--- src/rtl/bp_pkg.sv ---
package bp_pkg;
  typedef enum logic [1:0] {
    CLS_NEVER    = 2'b00,
    CLS_ALWAYS   = 2'b01,
    CLS_RARELY   = 2'b10,
    CLS_NORMALLY = 2'b11
  } bpClass_e;

  typedef struct packed {
    logic tblWe;
    logic invWe;
    logic lineClr;
    logic lkCap;
  } bpStrobes_t;
endpackage

--- src/rtl/bp_ctrl.sv ---
module bp_ctrl #(
  parameter int LINE_W = 6
) (
  input  logic              lkValid,
  input  logic              rsValid,
  input  logic [LINE_W-1:0] rsLine,
  input  logic              rfValid,
  input  logic [LINE_W-1:0] rfLine,
  input  logic              tbWrite,
  output bp_pkg::bpStrobes_t strb
);
  logic lineHit;

  always_comb begin
    lineHit      = rfValid && (rfLine == rsLine);
    strb.tblWe   = tbWrite;
    strb.lineClr = rfValid;
    // refill of the same line overrides the resolve
    strb.invWe   = rsValid && !lineHit;
    strb.lkCap   = lkValid;
  end
endmodule

--- src/rtl/bp_datapath.sv ---
module bp_datapath #(
  parameter int OPC_W  = 6,
  parameter int LINE_W = 6,
  parameter int WORD_W = 2,
  parameter int ADDR_W = 16,
  parameter int OFF_W  = 10
) (
  input  logic                     clk,
  input  logic                     rstN,
  input  bp_pkg::bpStrobes_t       strb,
  input  logic [OPC_W-1:0]         lkOpcode,
  input  logic [LINE_W+WORD_W-1:0] lkIndex,
  input  logic [ADDR_W-1:0]        lkPc,
  input  logic [OFF_W-1:0]         lkOffset,
  input  logic [OPC_W-1:0]         rsOpcode,
  input  logic [LINE_W+WORD_W-1:0] rsIndex,
  input  logic                     rsTaken,
  input  logic [LINE_W-1:0]        rfLine,
  input  logic [OPC_W-1:0]         tbOpcode,
  input  logic [1:0]               tbClass,
  output logic                     predValid,
  output logic                     predTaken,
  output logic [ADDR_W-1:0]        predTarget
);
  localparam int IDX_W    = LINE_W + WORD_W;
  localparam int NUM_OPC  = 1 << OPC_W;
  localparam int NUM_IDX  = 1 << IDX_W;
  localparam int NUM_LINE = 1 << LINE_W;
  localparam int WPL      = 1 << WORD_W;
  localparam int EXT_W    = ADDR_W - OFF_W;

  logic [1:0]         classTbl [NUM_OPC];
  logic [NUM_IDX-1:0] invBits;

  logic [1:0]        lkCls;
  logic [1:0]        rsCls;
  logic              lkGuess;
  logic              rsFlip;
  logic [ADDR_W-1:0] offExt;
  logic [ADDR_W-1:0] lkTarget;

  always_comb begin
    lkCls    = classTbl[lkOpcode];
    rsCls    = classTbl[rsOpcode];
    lkGuess  = lkCls[1] ? (lkCls[0] ^ invBits[lkIndex]) : lkCls[0];
    rsFlip   = rsTaken ^ rsCls[0];
    offExt   = {{EXT_W{lkOffset[OFF_W-1]}}, lkOffset};
    lkTarget = lkPc + offExt;
  end

  always_ff @(posedge clk) begin
    if (!rstN) begin
      for (int o = 0; o < NUM_OPC; o++) classTbl[o] <= 2'b00;
    end else if (strb.tblWe) begin
      classTbl[tbOpcode] <= tbClass;
    end
  end

  always_ff @(posedge clk) begin
    if (!rstN) begin
      invBits <= '0;
    end else begin
      if (strb.invWe) invBits[rsIndex] <= rsFlip;
      if (strb.lineClr) begin
        for (int l = 0; l < NUM_LINE; l++) begin
          if (rfLine == LINE_W'(l)) invBits[l*WPL +: WPL] <= '0;
        end
      end
    end
  end

  always_ff @(posedge clk) begin
    if (!rstN) begin
      predValid  <= 1'b0;
      predTaken  <= 1'b0;
      predTarget <= '0;
    end else begin
      predValid <= strb.lkCap;
      if (strb.lkCap) begin
        predTaken  <= lkGuess;
        predTarget <= lkTarget;
      end
    end
  end

  p_valid_follows_r2: assert property (@(posedge clk) disable iff (!rstN)
    strb.lkCap |=> predValid);
  p_idle_hold_r2: assert property (@(posedge clk) disable iff (!rstN)
    !strb.lkCap |=> (!predValid && $stable(predTaken) && $stable(predTarget)));
  p_resolve_write_r5: assert property (@(posedge clk) disable iff (!rstN)
    strb.invWe |=> (invBits[$past(rsIndex)] == ($past(rsTaken) ^ $past(classTbl[rsOpcode][0]))));
  p_refill_clear_r6: assert property (@(posedge clk) disable iff (!rstN)
    strb.lineClr |=> (invBits[{$past(rfLine), {WORD_W{1'b0}}} +: WPL] == '0));
  p_table_write_r9: assert property (@(posedge clk) disable iff (!rstN)
    strb.tblWe |=> (classTbl[$past(tbOpcode)] == $past(tbClass)));
  p_fixed_class_r3: assert property (@(posedge clk) disable iff (!rstN)
    (strb.lkCap && !lkCls[1]) |=> (predTaken == $past(lkCls[0])));
endmodule

--- src/rtl/bp_hint_predictor.sv ---
module bp_hint_predictor #(
  parameter int OPC_W  = 6,
  parameter int LINE_W = 6,
  parameter int WORD_W = 2,
  parameter int ADDR_W = 16,
  parameter int OFF_W  = 10
) (
  input  logic                     clk,
  input  logic                     rstN,
  input  logic                     lkValid,
  input  logic [OPC_W-1:0]         lkOpcode,
  input  logic [LINE_W+WORD_W-1:0] lkIndex,
  input  logic [ADDR_W-1:0]        lkPc,
  input  logic [OFF_W-1:0]         lkOffset,
  input  logic                     rsValid,
  input  logic [OPC_W-1:0]         rsOpcode,
  input  logic [LINE_W+WORD_W-1:0] rsIndex,
  input  logic                     rsTaken,
  input  logic                     rfValid,
  input  logic [LINE_W-1:0]        rfLine,
  input  logic                     tbWrite,
  input  logic [OPC_W-1:0]         tbOpcode,
  input  logic [1:0]               tbClass,
  output logic                     predValid,
  output logic                     predTaken,
  output logic [ADDR_W-1:0]        predTarget
);
  localparam int IDX_W = LINE_W + WORD_W;

  bp_pkg::bpStrobes_t strb;
  logic [LINE_W-1:0]  rsLine;

  assign rsLine = rsIndex[IDX_W-1:WORD_W];

  bp_ctrl #(.LINE_W(LINE_W)) u_ctrl (
    .lkValid (lkValid),
    .rsValid (rsValid),
    .rsLine  (rsLine),
    .rfValid (rfValid),
    .rfLine  (rfLine),
    .tbWrite (tbWrite),
    .strb    (strb)
  );

  bp_datapath #(
    .OPC_W(OPC_W), .LINE_W(LINE_W), .WORD_W(WORD_W),
    .ADDR_W(ADDR_W), .OFF_W(OFF_W)
  ) u_dp (
    .clk        (clk),
    .rstN       (rstN),
    .strb       (strb),
    .lkOpcode   (lkOpcode),
    .lkIndex    (lkIndex),
    .lkPc       (lkPc),
    .lkOffset   (lkOffset),
    .rsOpcode   (rsOpcode),
    .rsIndex    (rsIndex),
    .rsTaken    (rsTaken),
    .rfLine     (rfLine),
    .tbOpcode   (tbOpcode),
    .tbClass    (tbClass),
    .predValid  (predValid),
    .predTaken  (predTaken),
    .predTarget (predTarget)
  );
endmodule

--- config.mk ---
export PLATFORM = sky130hd
export DESIGN_NAME = bp_hint_predictor
export DESIGN_NICKNAME = d
export VERILOG_FILES = /design/src/rtl/bp_pkg.sv /design/src/rtl/bp_ctrl.sv /design/src/rtl/bp_datapath.sv /design/src/rtl/bp_hint_predictor.sv
export SDC_FILE = /design/constraint.sdc
export NUM_CORES = 1
export LEC_CHECK = 0
export ABC_AREA = 1
export BUFFER_PORTS_ARGS = -buffer_cell sky130_fd_sc_hd__clkbuf_2
export CORE_ASPECT_RATIO = 1.5
export CORE_MARGIN = 2
export CORE_UTILIZATION = 40
export DETAILED_ROUTE_END_ITERATION = 12
export PLACE_DENSITY = 0.67
export SETUP_SLACK_MARGIN = 0.5
export SLEW_MARGIN = 15
export SYNTH_ARGS = -nofsm -noshare
export SYNTH_HDL_FRONTEND = slang
export SYNTH_SLANG_ARGS = --single-unit
--- constraint.sdc ---
create_clock -name clk -period 3 [get_ports clk]
set_input_delay 0.15 -clock clk [delete_from_list [all_inputs] [get_ports clk]]
set_output_delay 0.15 -clock clk [all_outputs]
set_load 0.01 [all_outputs]
Word-level counts from Yosys, hierarchy flattened:

Memories as Yosys holds them, arrays and structs flattened.
Index checks and enable logic that the tools add are counted.

* add/sub/neg operators: 1
* multiply operators: 0
* divide/modulo/power cells: 0
* magnitude comparators: 3
* equality and inequality tests: 64
* shift-type cells: 0
* mux-type cells: 79
* bitwise logic cells: 2
* reduce and logical (&&, ||, !) cells: 6

Operator list (number)
* 256-bit two-way mux: 2
* 256-bit bitwise mux: 1
* 4-bit two-way mux: 64
* 6-bit == test (second input constant): 32
* 6-bit by 5-bit == test with 1-bit output (second input constant): 16
* 6-bit by 4-bit == test with 1-bit output (second input constant): 8
* 6-bit by 3-bit == test with 1-bit output (second input constant): 4
* 8-bit by 9-bit less-than comparator with 1-bit output (second input constant): 2
* 16-bit adder: 1
* 6-bit by 2-bit == test with 1-bit output (second input constant): 2
* 1-bit binary-select mux with 8-bit select: 1
* 1-bit demux with 8-bit select: 1
* 8-bit by 1-bit greater-or-equal comparator with 1-bit output (second input constant): 1
* 1-bit two-way mux: 8
* 6-bit by 1-bit == test with 1-bit output (second input constant): 1
* 6-bit == test: 1
* 6-bit zero test: 1
* 6-bit two-way mux: 1
* 1-bit logical AND: 3
* 2-bit two-way mux: 1
* 2-bit OR reduction: 1
* 1-bit XOR: 2
* 1-bit zero test: 1

* register bits: 274
* bits in latches: 0
* bits in writable memories: 128
* ROM bits: 0
* bits of input ports: 75
* word-level logic and storage cells: 160
* memories: 1

Memory list
* u_dp.classTbl: depth 64, width 2, rd ports 2, clocked after Yosys merged registers in 0, write ports 64, line bp_datapath.sv:32 `logic [1:0] classTbl [NUM_OPC];`

Depth between registers and ports, before layout:

Gate-level depths: netlist (run 1).

* word-level depth: 8
* mapped depth: 18

Cells and area by module:

A second synthesis (run 1) with hierarchy kept.

* cells, all modules: 3753
* area total of the unflattened synthesis: 23436.2 um2

By module, submodules not included
* bp_datapath: instances 1, cells an instance 3718, area an instance 23286.1 um2, sequential area each 9328.9 um2
* bp_ctrl: instances 1, cells an instance 35, area an instance 150.1 um2, sequential area each 0.0 um2

Worst setup path before layout (run 1):

OpenSTA, ideal clock, no wires.

* path type: input to register
* from: input lkPc[0]
* to: register u_dp.predTarget[12]
* library setup time: 0.115 ns
* arrival time: 1.814 ns
* required time: 2.885 ns
* setup slack: 1.071 ns
* stages on the path: 14
* buffers on the path: 0
* cells stage by stage: ha_1 > fa_1 > nand3_1 > nand2_1 > inv_1 > o21a_1 > o21ai_0 > inv_1 > nor2_1 > nor2_1 > o21ai_0 > xor2_1 > o21ai_0 > inv_1

* longest elaborated chain between the ends: 1

RTL lines
* start, declared: line bp_hint_predictor.sv:13 `input logic [ADDR_W-1:0] lkPc,`
* 16-bit adder: line bp_datapath.sv:48 `lkTarget = lkPc + offExt;`
* end signal, assigned: line bp_datapath.sv:81 `predTarget <= lkTarget;`
* end, declared: line bp_datapath.sv:23 `output logic [ADDR_W-1:0] predTarget`

No other way between the ends.
A chain may end at the register's enable or synchronous reset.

==> impl_results.md, run 1 <==
* Status: complete, no violations
* Synth unique cells at 39
* Synth top area cells: dfxtp_1, edfxtp_1, nand2_1
* Top cell type's share of synthesized area at 22.6%
* Gate count of the mapped netlist at 3640
* Num rows at 110
* Setup violators final at 0
* R2r worst-path depth at 12
* #FFs+latches synth at 402
* Die area at 62800 um^2
* RR Startpoint: u_dp.classTbl[33][0]
* Slowest stage delay, CP at 440 ps
* # fillers at 6194
* Synth-to-Final Area Change at 11.9%
* Fmax at 444 MHz
* Critical path type: reg -> reg
* DRC violations left at 0
* Post-route setup TNS at 0 ps
* Hold Crit Start: tbOpcode[0]
* ANT nets after route at 0
* Top layer in use: met5
* CP most frequent cell: nand2_1
* Final WL at 76600 um
* Post-Synthesis Net Count at 3731
* DR WL/cell at 17.1 um
* Final #Nets at 3761
* Pins Over Slew Limit at 0
* Chip Height at 306 um
* CTS resizes at 0
* Initial DRC count at 1933
* Setup Buffers After CTS at 0
* Detailed placer's ending HPWL at 49000 um
* Num CTS Buffers at 46
* Port Buffers at 92
* Net Sw Power at 3.59 mW
* Root Buffer Master: clkbuf_16
* CTS tree: done
* Hold path cells at 3
* Clock Sinks at 402
* Post-synthesis sequential area ratio at 38.4%
* Crit path DAT at 2750 ps
* Met2 routed WL at 37800 um
* Die Span X at 205 um
* Initial antenna violation count at 4
* Yosys warns at 0
* Maximum buffer depth of the clock tree at 3
* Global placement routability congestion at 0.910
* Wire length of the first global-routing pass at 118000 um
* Hold Violations, Final at 0
* Pwr Density at 485 nW/um^2
* Share of cells above drive strength 1 at 7.54%
* Met3 WL at 5830 um
* Fin crit share at 75.1%
* Part of the power in registers at 43.9%
* Clock power share at 43.9%
* Metal1 wirelength at 29000 um
* Sw Ratio at 27.2%
* Critical path, cell by cell: o21ai_0 -> o22ai_1 -> nand2_1 -> nand2_1 -> a21oi_1 -> o21ai_1 -> nand3_1 -> a21o_4 -> buf_12 -> nand3b_1 -> nand2_1 -> inv_1
* Startpoint types: flop
* H-Tree Depth at 2
* Hold Crit Class: in -> reg
* CP max stage cell: edfxtp_1
* Crit end category: flop
* Core area at 60000 um^2
* VDD IR max at 0.412 mV
* Clock skew at 28.5 ps
* Minimum clock period at 2250 ps
* Via/cell ratio at 5.32
* Reg clk slew, reported paths at 60 ps
* Worst flop-to-flop path endpoint: u_dp.invBits[170]
* MaxCap Viol Count at 0
* Cell taking the most area after synthesis: dfxtp_1
* Critical Path Source: u_dp.classTbl[33][0]
* Hold path endpoint: u_dp.classTbl[37][0]
* Total internal power at 9.59 mW
* R2R Setup Slk at 750 ps
* Mapped Area at 24300 um^2
* Grt total ovfl at 0
* Slew HR at 38.5%
* CP max FO at 76
* P_leak at 11.6 nW
* Worst skew pair latency at 600 ps
* Via count at 23800
* TritonRoute pass-1 iters at 6
* Overall power at 13.2 mW
* Ports at 93
* Syn Area/Cell at 6.67 um^2
* Largest net degree at the start of global routing at 86
* Part of the power in combinational logic at 12.1%
* Slew at the pin closest to its max-slew limit at 918 ps
* Worst path required time at 3500 ps
* RSZ-0062 raised after global routing: false
* Post-CTS Hold Buffers at 5
* Initial core utilization at 40.5%
* GRT Util Overall at 23.8%
* Vias in the first global route at 21900
stage by stage:
step           cell area (um^2)  worst slack (ps)  cells  utilization [%]  hold WS (ps)
2_1_floorplan             24300              1070   3640                -           367
3_3_place_gp              25600               576   4401             42.7           464
3_5_place_dp              25600               530   4401             42.7           466
4_1_cts                   27200               773   4483             45.3          19.5
5_1_grt                   27200               574   4483             45.3          57.4
6_report                  27200               746   4484             45.3          46.2
power by group through the flow:
stage	sequential [mW]	combinational (mW)	clock (mW)
after floorplan	5.89	1.02	0
after global placement	5.91	1.57	0
after detailed placement	5.91	1.57	0
after CTS	5.79	1.58	5.91
after global routing	5.80	1.73	6.07
final	5.79	1.60	5.80
sequential cells by signal (all words and copies together), names as in the netlist:
signal           count
u_dp.predTarget     16
u_dp.predTaken       1
u_dp.classTbl      128
u_dp.predValid       1
u_dp.invBits       256
cell usage in the layout, fill, tap and decap left out, types with 19 or more instances in the layout:
cell / n
clkbuf_2: 89
edfxtp_1: 128
nand3b_1: 257
clkbuf_16: 47
o21ai_0: 162
nand3_1: 310
a21oi_1: 295
nor2_1: 268
nand2_1: 1019
dfxtp_1: 274
buf_4: 76
inv_1: 584
o22ai_1: 34
buf_12: 19
routing by layer:
layer / track usage, % / up-vias
met1: 27.2 / 11000
met2: 41.7 / 901
met3: 4.29 / 241
li1: - / 11600
met5: 0 / -
met4: 12.5 / 6
area by class of cell:
| cell class | count | area [um^2] | share of cell area (%) |
|---|---|---|---|
| antenna | 1 | 2.50 | 0.00921 |
| clock buffer | 60 | 1280 | 4.73 |
| clock inverter | 17 | 220 | 0.810 |
| inverter | 591 | 2220 | 8.17 |
| multi-input combinational | 2440 | 11700 | 43.0 |
| sequential | 402 | 9330 | 34.3 |
| tap | 784 | 981 | 3.61 |
| timing repair buffer | 189 | 1450 | 5.32 |
Yosys cell counts (all sizes together):
library cell     n
nand3b         257
o221ai           1
a21oi          295
edfxtp         128
a21boi           3
nand2         1020
inv            590
xnor2            8
o21ai          179
nand3          311
dfxtp          274
nor2           268
o31ai            2
o21a             1
xor2             5
o2111ai          1
a31oi            1
ha              15
a21o             1
o211ai           5
clkbuf          90
clkinv           1
fa               1
o2bb2ai          1
and3             1
nand4            2
nor4             8
o22ai           34
nor3            20
buf            117
worst max path at each step:
stage,endpoint,slack (ps),cells past startpoint
after floorplan,u_dp.predTarget[12],1070,14
after global placement,u_dp.invBits[62],580,12
after detailed placement,u_dp.invBits[107],530,12
after CTS,u_dp.invBits[107],770,12
after global routing,u_dp.predTarget[12],570,16
final,u_dp.invBits[170],750,12
cell families after synthesis:
family,count (synthesis),share of synthesized area [%]
AOI/OAI and AO/OA,524,11.2
xor gates and xnor gates,13,0.469
adders and majority gates,16,0.855
buffers and inverters,798,13.6
DFF,402,38.4
and+or+nand+nor,1887,35.6
worst max-delay path, delay by kind of cell (launching register included):
| family | cells | cell delay [ps] |
|---|---|---|
| compound gates | 5 | 760 |
| buf+inv | 2 | 380 |
| simple gates | 5 | 540 |
| flops | 1 | 440 |
No activity file was read; power rests on OpenSTA's default activity.
==> run 2, diff against run 1 <==
- ABC_AREA: 1 -> 0
- PLACE_DENSITY: 0.67 -> 0.69
- clock period: 3 -> 1.9 ns (I/O delays scaled with it)
==> run 2 against run 1 <==
Against the previous run: the run now ends with negative setup slack left; utilization rose by 4.8 points; power grew 54%; critical endpoint is now u_dp.invBits[245]; critical path type unchanged; worst hold slack improved by 32 ps; sequential cell count unchanged; first-iteration DRC count down 13%; clock power increased by 37%; global-route usage fell by 1.3 points; synthesized cell count is 47% lower; design area decreased by 7.1%.
==> impl_results.md, run 2 <==
* Status: finished with violations
* Failing checks: negative setup slack
* Largest net degree at the start of global routing at 65 (-24%)
* Initial antenna violation count at 1 (-3)
* GRT Util Overall at 22.5% (-1.3 points)
* Via/cell ratio at 6.25 (+18%)
* Die Span X at 188 um (-8.4%)
* Post-synthesis sequential area ratio at 45.9% (+7.5 points)
* Most frequent cell after synthesis: dfxtp_1
* Synth unique cells at 53 (+36%)
* Async SR Flop Fraction at 0% (unchanged)
* Root Buffer Master: clkbuf_16
* Commonest cells after routing, fill and taps aside: dfxtp_1, a21oi_1, a311oi_1
* Worst skew pair latency at 580 ps (-20 ps)
* Core area at 50400 um^2 (-16%)
* Top cell type's share of synthesized area at 27.0% (+4.4 points)
* CP max FO at 24 (-68%)
* Metal1 wirelength at 22100 um (-24%)
* Syn Area/Cell at 10.6 um^2 (+59%)
* Num rows at 101 (-8.2%)
* CTS tree: done
* Place WS at -1160 ps (-1690 ps)
* Clock skew at 39.1 ps (+10.7 ps)
* Critical path type: reg -> reg
* Top cells by count, synth: dfxtp_1, a21oi_1, a311oi_1, clkbuf_1, nand2_1
* RSZ-0062 raised after global routing: true
* Commonest non-fill, non-tap cell in the layout: dfxtp_1
* Initial DRC count at 1680 (-13%)
* Placed Area at 23400 um^2 (-8.5%)
* Fin crit share at 152% (+76 points)
* Ports at 93 (unchanged)
* Hold Crit Start: lkOffset[6]
* ANT nets after route at 0 (unchanged)
* EDFF count, synth at 128 (unchanged)
* Reg clk slew, reported paths at 60 ps (about the same)
* R2R Setup Slk at -980 ps (-1730 ps)
* #FFs+latches synth at 402 (unchanged)
* Synth-to-Final Area Change at 24.2%
* Post-route cell area at 25200 um^2 (-7.1%)
* Startpoint types: flop
* Final worst setup slack at -980 ps (-1730 ps)
* Port Buffers at 92 (unchanged)
* P_leak at 9.06 nW (-22%)
* MaxCap Viol Count at 0 (unchanged)
* Post-Synthesis Net Count at 2010 (-46%)
* Final WL at 61500 um (-20%)
* Crit path DAT at 3280 ps (+530 ps)
* Maximum buffer depth of the clock tree at 3 (unchanged)
* Share of cells above drive strength 1 at 30.7% (+23 points)
* R2r worst-path depth at 7 (-5)
* Wire length of the first global-routing pass at 93900 um (-20%)
* Pins Over Slew Limit at 0 (unchanged)
* Slew at the pin closest to its max-slew limit at 910 ps (-8.29 ps)
* Final #Nets at 2168 (-42%)
* Chip Height at 280 um (-8.5%)
* Mapped Area at 20300 um^2 (-16%)
* Vias in the first global route at 17000 (-22%)
* Met2 routed WL at 32000 um (-15%)
* Met3 WL at 3510 um (-40%)
* Hold Crit Class: in -> reg
* Die area at 52600 um^2 (-16%)
* H-Tree Depth at 2 (unchanged)
* Yosys warns at 0 (unchanged)
* Gate count of the mapped netlist at 1919 (-47%)
* Crit end category: flop
* Hold path endpoint: u_dp.predTarget[6]
* Num CTS Buffers at 41 (-11%)
* Top reg by flops: u_dp.invBits
* Setup violators final at 257 (+257)
* Detailed placer's ending HPWL at 42000 um (-14%)
* Clock Sinks at 402 (unchanged)
* Cell taking the most area after synthesis: dfxtp_1
* Pwr Density at 803 nW/um^2 (+65%)
* Worst flop-to-flop path endpoint: u_dp.invBits[245]
* Hold path cells at 5 (+2)
* Top layer in use: met4
* Global placement routability congestion at 0.909 (about the same)
* Grt total ovfl at 0 (unchanged)
* Fmax at 347 MHz (-22%)
* Worst path required time at 2300 ps (-1200 ps)
* Slew HR at 39.3% (+0.82 points)
* VDD IR max at 0.594 mV (+44%)
* DRC violations left at 0 (unchanged)
* Synth top area cells: dfxtp_1, edfxtp_1, mux4_2
* Via count at 17300 (-27%)
* RR Startpoint: u_dp.classTbl[55][0]
* Top FF cell, synth: dfxtp_1
* Max reg flops at 256 (unchanged)
* Hold Violations, Final at 0 (unchanged)
* Top flop regs: u_dp.invBits x256, u_dp.classTbl x128, u_dp.predTarget x16
* Initial core utilization at 40.3% (-0.20 points)
* DR WL/cell at 22.2 um (+30%)
* TritonRoute pass-1 iters at 7 (+1)
* Overall power at 20.3 mW (+54%)
* Minimum clock period at 2880 ps (+626 ps)
==> run 2: cell count changes after synthesis, moves of 116 or more <==
cell and change:
a311oi_1 +258, and3_1 +129, inv_1 -574, mux4_2 +116
nand2_1 -867, nand3_1 -297, nand3b_1 -249, nor2_1 -224
==> run 2: final cells by class <==
cell class	instances	area [um^2]
Antenna cell	1	2.50
Timing Repair Buffer	351	3130
Tap cell	669	837
Sequential cell	402	9330
Clock buffer	56	1170
Inverter	10	37.5
Multi-Input combinational cell	1271	10600
Clock inverter	12	110
Fill cell	4382	25200
==> run 2: worst max-delay path, stage by stage, from the launching register on <==
cell and delay, ps:
edfxtp_1 440, mux4_2 500, mux4_2 500, mux4_2 540, xnor2_4 230, buf_12 210, buf_12 180, a311oi_2 110
==> run 2: cell families after synthesis <==
group | synth area share [%]
adders and majority gates | 1.02
AOI/OAI and AO/OA | 21.6
muxes | 15.0
and+or+nand+nor | 10.5
DFF | 45.9
buffers and inverters | 5.01
xor gates and xnor gates | 0.942
==> run 2: worst max-delay path by stage <==
stage,start,endpoint,slack (ps),cells after the start
2_1_floorplan,rsOpcode[0],u_dp.invBits[20],-640,9
3_3_place_gp,lkIndex[0],u_dp.predTaken,-1240,12
3_5_place_dp,lkIndex[0],u_dp.predTaken,-1160,12
4_1_cts,u_dp.classTbl[53][0],u_dp.invBits[245],-970,7
5_1_grt,u_dp.classTbl[55][0],u_dp.invBits[17],-1040,7
6_report,u_dp.classTbl[55][0],u_dp.invBits[245],-980,7
==> run 2: metal layers <==
metal / global-route usage [%] / vias up
met2: 40.6 / 729
met3: 2.55 / 186
met4: 14.7 / 0
met1: 25.0 / 8529
li1: - / 7879
met5: 0 / -
==> run 2: through the flow <==
step	TNS (ps)	hold slack (ps)	cells	util (%)
3_5_place_dp	-250880	471	2695	46.5
5_1_grt	-249460	121	2772	50.0
6_report	-236360	78.0	2772	50.0
4_1_cts	-235190	56.7	2766	49.3
3_3_place_gp	-238990	464	2695	46.5
2_1_floorplan	-161560	240	1919	-
==> run 2: power by group <==
group          switching [mW]  internal [mW]  total (mW)
logic                    1.82           1.36        3.18
clock network            3.47           4.46        7.93
registers               0.102           9.05        9.15
==> run 2: timing repair <==
item / in CTS / in global routing
hold endpoints to repair: 1 / 0
setup endpoints to repair: 263 / 264
pin swaps: 0 / 16
hold buffers: 1 / 0
buffers inserted: 2 / 5
gates resized for setup: 20 / 62
